**config.mk**
```make
export PLATFORM = sky130hd
export DESIGN_NAME = vm_xlate
export DESIGN_NICKNAME = d
export VERILOG_FILES = /design/src/rtl/vm_xlate_pkg.sv /design/src/rtl/vm_pt_store.sv /design/src/rtl/vm_match.sv /design/src/rtl/vm_xlate.sv
export SDC_FILE = /design/constraint.sdc
export NUM_CORES = 2
export LEC_CHECK = 0
export ABC_AREA = 1
export ABC_CLOCK_PERIOD_IN_PS = 4500
export BUFFER_PORTS_ARGS = -buffer_cell sky130_fd_sc_hd__buf_2
export CAP_MARGIN = 20
export CORE_ASPECT_RATIO = 1.1
export CORE_MARGIN = 1.5
export CORE_UTILIZATION = 40
export CTS_CLUSTER_SIZE = 10
export DETAILED_ROUTE_END_ITERATION = 8
export HOLD_SLACK_MARGIN = 0.08
export MAX_ROUTING_LAYER = met4
export PLACE_DENSITY = 0.66
export SLEW_MARGIN = 20
export SYNTH_ARGS = -nofsm -noshare
export SYNTH_HDL_FRONTEND = slang
export SYNTH_SLANG_ARGS = --single-unit
```
**constraint.sdc**
```tcl
create_clock -name clk_i -period 4.5 [get_ports clk_i]
set_input_delay 0.45 -clock clk_i [delete_from_list [all_inputs] [get_ports clk_i]]
set_output_delay 0.45 -clock clk_i [all_outputs]
set_load 0.05 [all_outputs]
```
**src/rtl/vm_xlate_pkg.sv**
```systemverilog
package vm_xlate_pkg;
  typedef enum logic [1:0] {
    FLD_CTRL = 2'd0,
    FLD_ACC  = 2'd1,
    FLD_MOD  = 2'd2,
    FLD_RSVD = 2'd3
  } pt_field_e;
endpackage

```
**src/rtl/vm_pt_store.sv**
```systemverilog
module vm_pt_store
  import vm_xlate_pkg::*;
#(
  parameter int N     = 32,
  parameter int VPN_W = 6,
  parameter int TS_W  = 16,
  parameter int IDX_W = $clog2(N)
) (
  input  logic                       clk_i,
  input  logic                       rst_ni,
  input  logic                       cfg_we_i,
  input  logic [IDX_W-1:0]           cfg_idx_i,
  input  pt_field_e                  cfg_field_i,
  input  logic [TS_W-1:0]            cfg_wdata_i,
  input  logic                       stamp_en_i,
  input  logic                       stamp_mod_i,
  input  logic [IDX_W-1:0]           stamp_idx_i,
  input  logic [TS_W-1:0]            now_i,
  output logic [N-1:0]               valid_o,
  output logic [N-1:0][VPN_W-1:0]    vpn_o,
  output logic [N-1:0][TS_W-1:0]     acc_o,
  output logic [N-1:0][TS_W-1:0]     mod_o,
  output logic [TS_W-1:0]            rdata_o
);

  for (genvar g = 0; g < N; g++) begin : g_ent
    logic sel_cfg, sel_stamp;
    assign sel_cfg   = cfg_we_i   && (cfg_idx_i   == IDX_W'(g));
    assign sel_stamp = stamp_en_i && (stamp_idx_i == IDX_W'(g));

    always_ff @(posedge clk_i or negedge rst_ni) begin
      if (!rst_ni) begin
        valid_o[g] <= 1'b0;
        vpn_o[g]   <= '0;
      end else if (sel_cfg && cfg_field_i == FLD_CTRL) begin
        valid_o[g] <= cfg_wdata_i[VPN_W];
        vpn_o[g]   <= cfg_wdata_i[VPN_W-1:0];
      end
    end

    // software write beats hardware stamp
    always_ff @(posedge clk_i or negedge rst_ni) begin
      if (!rst_ni)                               acc_o[g] <= '0;
      else if (sel_cfg && cfg_field_i == FLD_ACC) acc_o[g] <= cfg_wdata_i;
      else if (sel_stamp)                         acc_o[g] <= now_i;
    end

    always_ff @(posedge clk_i or negedge rst_ni) begin
      if (!rst_ni)                               mod_o[g] <= '0;
      else if (sel_cfg && cfg_field_i == FLD_MOD) mod_o[g] <= cfg_wdata_i;
      else if (sel_stamp && stamp_mod_i)          mod_o[g] <= now_i;
    end
  end

  always_comb begin
    rdata_o = '0;
    unique case (cfg_field_i)
      FLD_CTRL: rdata_o = TS_W'({valid_o[cfg_idx_i], vpn_o[cfg_idx_i]});
      FLD_ACC:  rdata_o = acc_o[cfg_idx_i];
      FLD_MOD:  rdata_o = mod_o[cfg_idx_i];
      default:  rdata_o = '0;
    endcase
  end

endmodule

```
**src/rtl/vm_match.sv**
```systemverilog
module vm_match #(
  parameter int N     = 32,
  parameter int VPN_W = 6,
  parameter int IDX_W = $clog2(N)
) (
  input  logic [N-1:0]            valid_i,
  input  logic [N-1:0][VPN_W-1:0] vpn_tbl_i,
  input  logic [VPN_W-1:0]        vpn_i,
  output logic                    found_o,
  output logic [IDX_W-1:0]        idx_o
);

  logic [N-1:0] hit_vec;

  for (genvar g = 0; g < N; g++) begin : g_cmp
    assign hit_vec[g] = valid_i[g] && (vpn_tbl_i[g] == vpn_i);
  end

  // lowest index wins
  always_comb begin
    idx_o = '0;
    for (int k = N - 1; k >= 0; k--) begin
      if (hit_vec[k]) idx_o = IDX_W'(k);
    end
  end

  assign found_o = |hit_vec;

endmodule

```
**src/rtl/vm_xlate.sv**
```systemverilog
module vm_xlate
  import vm_xlate_pkg::*;
#(
  parameter int VA_W      = 11,
  parameter int OFS_W     = 5,
  parameter int FRAME_CNT = 32,
  parameter int TS_W      = 16,
  localparam int VPN_W    = VA_W - OFS_W,
  localparam int IDX_W    = $clog2(FRAME_CNT),
  localparam int PA_W     = IDX_W + OFS_W
) (
  input  logic             clk_i,
  input  logic             rst_ni,
  input  logic             req_i,
  input  logic             we_i,
  input  logic             vm_en_i,
  input  logic [VA_W-1:0]  va_i,
  input  logic [TS_W-1:0]  now_i,
  output logic [PA_W-1:0]  pa_o,
  output logic             hit_o,
  output logic             fault_o,
  output logic             pc_rewind_o,
  input  logic             cfg_we_i,
  input  logic [IDX_W-1:0] cfg_idx_i,
  input  logic [1:0]       cfg_field_i,
  input  logic [TS_W-1:0]  cfg_wdata_i,
  output logic [TS_W-1:0]  cfg_rdata_o
);

  logic [FRAME_CNT-1:0]            valid_q;
  logic [FRAME_CNT-1:0][VPN_W-1:0] vpn_q;
  logic [FRAME_CNT-1:0][TS_W-1:0]  acc_ts;
  logic [FRAME_CNT-1:0][TS_W-1:0]  mod_ts;
  logic                            found;
  logic [IDX_W-1:0]                frame;
  logic                            direct_ok;
  logic                            stamp_en;

  vm_pt_store #(.N(FRAME_CNT), .VPN_W(VPN_W), .TS_W(TS_W), .IDX_W(IDX_W)) u_store (
    .clk_i       (clk_i),
    .rst_ni      (rst_ni),
    .cfg_we_i    (cfg_we_i),
    .cfg_idx_i   (cfg_idx_i),
    .cfg_field_i (pt_field_e'(cfg_field_i)),
    .cfg_wdata_i (cfg_wdata_i),
    .stamp_en_i  (stamp_en),
    .stamp_mod_i (we_i),
    .stamp_idx_i (frame),
    .now_i       (now_i),
    .valid_o     (valid_q),
    .vpn_o       (vpn_q),
    .acc_o       (acc_ts),
    .mod_o       (mod_ts),
    .rdata_o     (cfg_rdata_o)
  );

  vm_match #(.N(FRAME_CNT), .VPN_W(VPN_W), .IDX_W(IDX_W)) u_match (
    .valid_i   (valid_q),
    .vpn_tbl_i (vpn_q),
    .vpn_i     (va_i[VA_W-1:OFS_W]),
    .found_o   (found),
    .idx_o     (frame)
  );

  // untranslated access must land inside user space
  assign direct_ok = (va_i >> PA_W) == '0;
  assign stamp_en  = req_i && vm_en_i && found;

  always_comb begin
    pa_o    = '0;
    hit_o   = 1'b0;
    fault_o = 1'b0;
    if (req_i) begin
      if (vm_en_i) begin
        if (found) begin
          hit_o = 1'b1;
          pa_o  = {frame, va_i[OFS_W-1:0]};
        end else begin
          fault_o = 1'b1;
        end
      end else if (direct_ok) begin
        hit_o = 1'b1;
        pa_o  = va_i[PA_W-1:0];
      end else begin
        fault_o = 1'b1;
      end
    end
  end

  assign pc_rewind_o = fault_o;

endmodule

```
Word level (Yosys, flattened, before mapping)
Index checks and enable logic that the tools add are counted.
{"block": "word_totals", "ff_bits": 1248, "in_bits": 56, "output_inout_bits": 29, "elab_cells": 701}
{"block": "classes", "magnitude_cmp": 1, "n_eq_ne": 96, "muxes": 181, "reduce_logical": 295}
{"op": "$mux W16", "n": 130}
{"op": "$logic_and A1 B1 Y1", "n": 226}
{"op": "$eq A6 B6 Y1", "n": 32}
{"op": "$bmux W16 S5", "n": 2}
{"op": "$eq A5 B5 Y1 const B", "n": 32}
{"op": "$mux W5", "n": 32}
{"op": "$reduce_bool A2 Y1", "n": 64}
{"op": "$eq A5 B4 Y1 const B", "n": 16}
{"op": "$pmux W16 S3", "n": 1}
{"op": "$eq A5 B3 Y1 const B", "n": 8}
{"op": "$mux W10", "n": 4}
{"op": "$reduce_or A32 Y1", "n": 1}
{"op": "$bmux W6 S5", "n": 1}
{"op": "$eq A5 B2 Y1 const B", "n": 4}
{"op": "$logic_not A11 Y1", "n": 1}
{"op": "$eq A5 B1 Y1 const B", "n": 2}
{"op": "$logic_not A5 Y1", "n": 2}
{"op": "$mux W1", "n": 9}
{"op": "$lt A5 B6 Y1 const B", "n": 1}
{"op": "$mux W6", "n": 1}
{"op": "$bmux W1 S5", "n": 1}
{"op": "$eq A2 B1 Y1 const B", "n": 1}
{"op": "$eq A2 B2 Y1 const B", "n": 1}
{"op": "$logic_not A2 Y1", "n": 1}

Logic depth before layout (Yosys ltp)
{"block": "logic_depth", "ltp_word": 39, "ltp_mapped": 46}

By module
A second synthesis with hierarchy kept.
{"block": "hier_totals", "cells_unflattened": 8862, "hier_area_um2": 68150.4}
{"module": "vm_pt_store", "n_inst": 1, "cells_each": 8229, "area_each_um2": 64818.4, "seq_area_each_um2": 31230.0}
{"module": "vm_match", "n_inst": 1, "cells_each": 583, "area_each_um2": 3094.2, "seq_area_each_um2": 0.0}
{"module": "vm_xlate", "n_inst": 1, "cells_each": 50, "area_each_um2": 237.7, "seq_area_each_um2": 0.0}

Worst setup path before layout
OpenSTA, ideal clock, no wires.
{"block": "synth_timing", "kind": "input port to output port", "start": "input va_i[9]", "end": "output pa_o[5]", "arrival_time_ns": 3.864, "required_ns": 4.050, "setup_slack_ns": 0.186, "path_stages": 17, "n_path_buf": 4, "cell_sequence": "buf_2 buf_6 buf_4 buf_2 xnor2_1 o211ai_1 nor4_1 nor2_1 nand2_1 nor4_2 inv_2 nor3_2 nand2_1 nand2_1 nor2_1 o21ai_0 a21oi_1"}
{"block": "synth_between", "elab_chain_cells": 37, "word_cells_on_any_way": 100, "cone_classes": "eq/ne (32); mux (35); reduce/logical (33)"}
{"item": "start, declared", "line_no": "vm_xlate.sv:17", "text": "input logic [VA_W-1:0] va_i,"}
{"item": "$eq A6 B6 Y1", "line_no": "vm_match.sv:16", "text": "assign hit_vec[g] = valid_i[g] && (vpn_tbl_i[g] == vpn_i);"}
{"item": "$logic_and A1 B1 Y1", "line_no": "vm_match.sv:16"}
{"item": "$mux W5 (32 in a row)", "line_no": "vm_match.sv:23", "text": "if (hit_vec[k]) idx_o = IDX_W'(k);"}
{"item": "$mux W10 *", "line_no": "vm_xlate.sv:75", "text": "if (found) begin"}
{"item": "$mux W10 *", "line_no": "vm_xlate.sv:74", "text": "if (vm_en_i) begin"}
{"item": "$mux W10 *", "line_no": "vm_xlate.sv:73", "text": "if (req_i) begin"}
{"item": "end, declared", "line_no": "vm_xlate.sv:19", "text": "output logic [PA_W-1:0] pa_o,"}
Mark *: on every way between the ends. The rest lies on a longest branch, timed or not.

Worst setup path in the final report
{"block": "layout_timing", "start": "input cfg_idx_i[0]", "end": "output cfg_rdata_o[14]"}
{"block": "layout_between", "elab_chain_cells": 3, "word_cells_on_any_way": 5, "cone_classes": "mux (5)"}
{"item": "start, declared", "line_no": "vm_xlate.sv:24", "text": "input logic [IDX_W-1:0] cfg_idx_i,"}
{"item": "$bmux W16 S5 (on tied branches)", "line_no": "vm_pt_store.sv:60, vm_pt_store.sv:59"}
{"item": "$mux W16 (on tied branches)", "line_no": "vm_pt_store.sv:60, vm_pt_store.sv:59"}
{"item": "$pmux W16 S3 *", "line_no": "vm_pt_store.sv:57", "text": "unique case (cfg_field_i)"}
{"item": "end, declared", "line_no": "vm_xlate.sv:27", "text": "output logic [TS_W-1:0] cfg_rdata_o"}
Mark *: on every way between the ends. The rest lies on a longest branch, timed or not. The select of a mux whose other input is x is not followed.

==> summary.txt <==
Status
  – Outcome: complete, but fails checks
  – Failing checks: setup timing

Setup path
  – Crit Path Class: primary input to output pin
  – CP Buf/Inv Count: 4
  – Crit-path cells: buf_4, nor2_4, buf_12, buf_4, a22oi_1, o211ai_1, a221oi_1, a21oi_1, o21ai_0, nand2_1, buf_2
  – Slowest CP cell: nor2_4
  – Cell mode on critical path: buf_4
  – CP required: 4.05 ns
  – CP startpoint kind: primary input
  – Top Family by Delay on Critical Path: compound AO/OA/AOI/OAI gates
  – Crit Path Max Fanout: 21
  – Crit end category: output pin
  – Slowest stage delay, CP: 0.58 ns
  – Critical path arrival: approximately 4.3 ns

Clock network
  – CTS tree: built
  – CTS Buf Count: 150
  – Clock root buffer: clkbuf_16
  – CTS max path bufs: 3
  – Clk slew on worst S/H paths: around 0.060 ns
  – CTS sink cnt: 1,248
  – Skew-Pair Late Insertion Delay: 0.87 ns
  – H-Tree Depth: 4

Logic synthesis
  – Top post-synthesis cells by area: dfrtp_1 (44%), nand2_1 (14%), o21ai_0 (9.6%), nand3_1 (7.2%), clkbuf_1 (3.3%)
  – Mapped cell area: around 71,000 um2
  – Synth Area in XOR/XNOR: 0.8566%
  – Number of synthesized register bits: 1,248
  – Sequential share of the synthesized area: around 44%
  – Main combinational cell family by area after synthesis: simple AND/OR/NAND/NOR gates
  – Yosys warnings: 0
  – Mapped Cells: approximately 9,600
  – Synth top area share: 44.27%
  – Cell accounting for the most synthesized area: dfrtp_1
  – Post-Synth Adder-Cell Area: 0%
  – Number of synthesized flops with an enable pin: 0
  – Synth Area in Compound Gates: 20.27%
  – Cell variety after synth: 58
  – Ys flop type: dfrtp_1
  – Simple-Gate Fraction of Synth Area: 25.78%
  – Syn Area/Cell: 7.378 um2
  – Mux share of post-synthesis cell area: 0%
  – Syn nets: approximately 9,600
  – Asr flop ratio synth: 100.0%

Power
  – Worst vdd ir: 0.3868 mV
  – Final Power: 30.04 mW
  – Power Dens Cells: around 370 nW/um2
  – Leak: 37.80 nW

Timing
  – Skew final: between 0.04 and 0.05 ns
  – Final period utilization: 104.4%
  – Hold Slack: 0.1352 ns
  – Worst-margin pin slew: roughly 1.3 ns
  – Final setup vio count: 3
  – Slew Limit Fails: 0
  – Peak Freq: 212.9 MHz
  – RSZ-0062 raised after global routing: yes
  – Hold Vio Cnt, Final: 0
  – Max-Slew Margin vs Limit: 13.65%
  – Setup_tns: -0.3501 ns
  – PnR worst setup slack: -0.1970 ns
  – Fin crit period: 4.697 ns

Die
  – Die height: 443.5 um
  – Site Rows: about 160
  – Initial Utilization: 40.30%
  – Die ar.: 178,900 um2
  – Core area: 175,100 um2
  – I/O pins: 85
  – Die Wd: 403.4 um

Drt
  – Antenna-violating nets left: 0
  – Vias/cell: 6.333
  – DR pass1 iterations: 7
  – Final wirelength: 360.9 mm
  – DR iter-0 viols: 11,790
  – DRC Markers: 0
  – Vias: 75,430
  – Average wire per cell in the routed design: 30.30 um

Layout
  – Most common cell after layout, fill and taps aside: nand2_1
  – Utilization after layout: 46.54%
  – Nets: 9,591
  – Post-route insts no fill: approximately 12,000
  – Commonest non-fill, non-tap cells in the layout: nand2_1 (2,525), o21ai_0 (1,350), dfrtp_1 (1,247)
  – P&R area growth vs syn: 15.49%
  – Layout cells sized above 1: a little under an eighth
  – Design Area, Final: 81,480 um2
  – Fillers: 17,180

GRT
  – Largest net degree at the start of global routing: about 120
  – Total Routing Usage GR: 40.60%
  – First-pass GRT wire length: 511.3 mm
  – Initial antenna violation count: 25
  – Number of global-route vias before repair: 69,400
  – Total grt overflow: 0

Placement
  – Pre-CTS worst setup slack: -0.4035 ns
  – Post-Place Cells: 11,650
  – IO buf count: 84
  – Final GP Congestion: 1.059
  – Detailed-placement wirelength estimate: roughly 230 mm
  – Placed Area: 76,340 um2

Hold path
  – Worst hold-check path type: primary input to register

Run
  – # Max-Cap Violations: 0
## sequential cells by signal, indices dropped and copies added, names as in the netlist
name	cells
u_store.acc_o	512
u_store.vpn_o	192
u_store.mod_o	512
u_store.valid_o	32
## kinds of logic after synthesis
group | after synthesis
AND/OR/NAND/NOR | 4289
XOR/XNOR | 69
AO/OA/AOI/OAI | 2402
buffers and inverters | 1554
flip-flops | 1248
## timing repair
action                                  in CTS  in global routing
pin swaps                                    4                 15
hold buffers                                 3                  0
cloned                                       0                  5
resized for setup                           13                 54
setup buffers                                1                 10
endpoints found under the setup margin      18                286
endpoints found under the hold margin       85                  0
## power breakdown
group | total [mW] | internal, mW | switching (mW)
Sequential | 13.1 | 12.4 | 0.655
Clock | 11.9 | 6.60 | 5.27
Combinational | 5.11 | 1.47 | 3.63
Total | 30.0 | 20.5 | 9.55
## routing by layer
layer,up-vias,wire (um),track usage (%)
met5,-,0,-
met4,0,32870,30.26
met1,36160,130500,49.32
met2,5602,152100,57.41
li1,32210,-,-
met3,1462,45420,11.08
## area by class of cell
type	count	area [um2]	share of cell area, %
clock inverter	17	376.6	0.4622
multi-input combinational	6762	33450	41.05
tap	2282	2855	3.504
antenna	28	70.07	0.08600
timing repair buffer	703	6758	8.294
sequential	1248	31230	38.33
clock buffer	201	4175	5.124
inverter	668	2546	3.125
timing repair inverter	2	15.01	0.01843
## final timing paths
path	end	start	cells after the start	slack (ns)
setup reg to reg	u_store.acc_o[311]$_DFFE_PN0P_	u_store.vpn_o[186]$_DFFE_PN0P_	43	0.35
hold reg to reg	u_store.mod_o[358]$_DFFE_PN0P_	u_store.mod_o[358]$_DFFE_PN0P_	2	0.47
setup / recovery	cfg_rdata_o[14]	cfg_idx_i[0]	11	-0.20
max in group asynchronous	u_store.mod_o[173]$_DFFE_PN0P_	rst_ni	3	2.87
min in group asynchronous	u_store.acc_o[419]$_DFFE_PN0P_	rst_ni	2	0.18
hold / removal	u_store.mod_o[267]$_DFFE_PN0P_	now_i[11]	3	0.14
## synth_stat cells, types with 97 or more instances
library cell and number:
o21ai_1 123, nor2_1 504, clkbuf_1 621, buf_2 115, o22ai_1 156, o221ai_1 97, nand2_1 2539, dfrtp_1 1248
inv_1 610, nand3_1 1022, o21ai_0 1352, a22oi_1 163, buf_1 100, o211ai_1 231
## worst reg2reg max path, delay by kind of cell (launching register included)
| kind | cells | cell delay [ns] |
|---|---|---|
| AND/OR/NAND/NOR | 36 | 2.68 |
| buffers and inverters | 4 | 0.55 |
| flip-flops | 1 | 0.42 |
| AO/OA/AOI/OAI | 3 | 0.38 |
No activity file was read; power rests on OpenSTA's default activity.
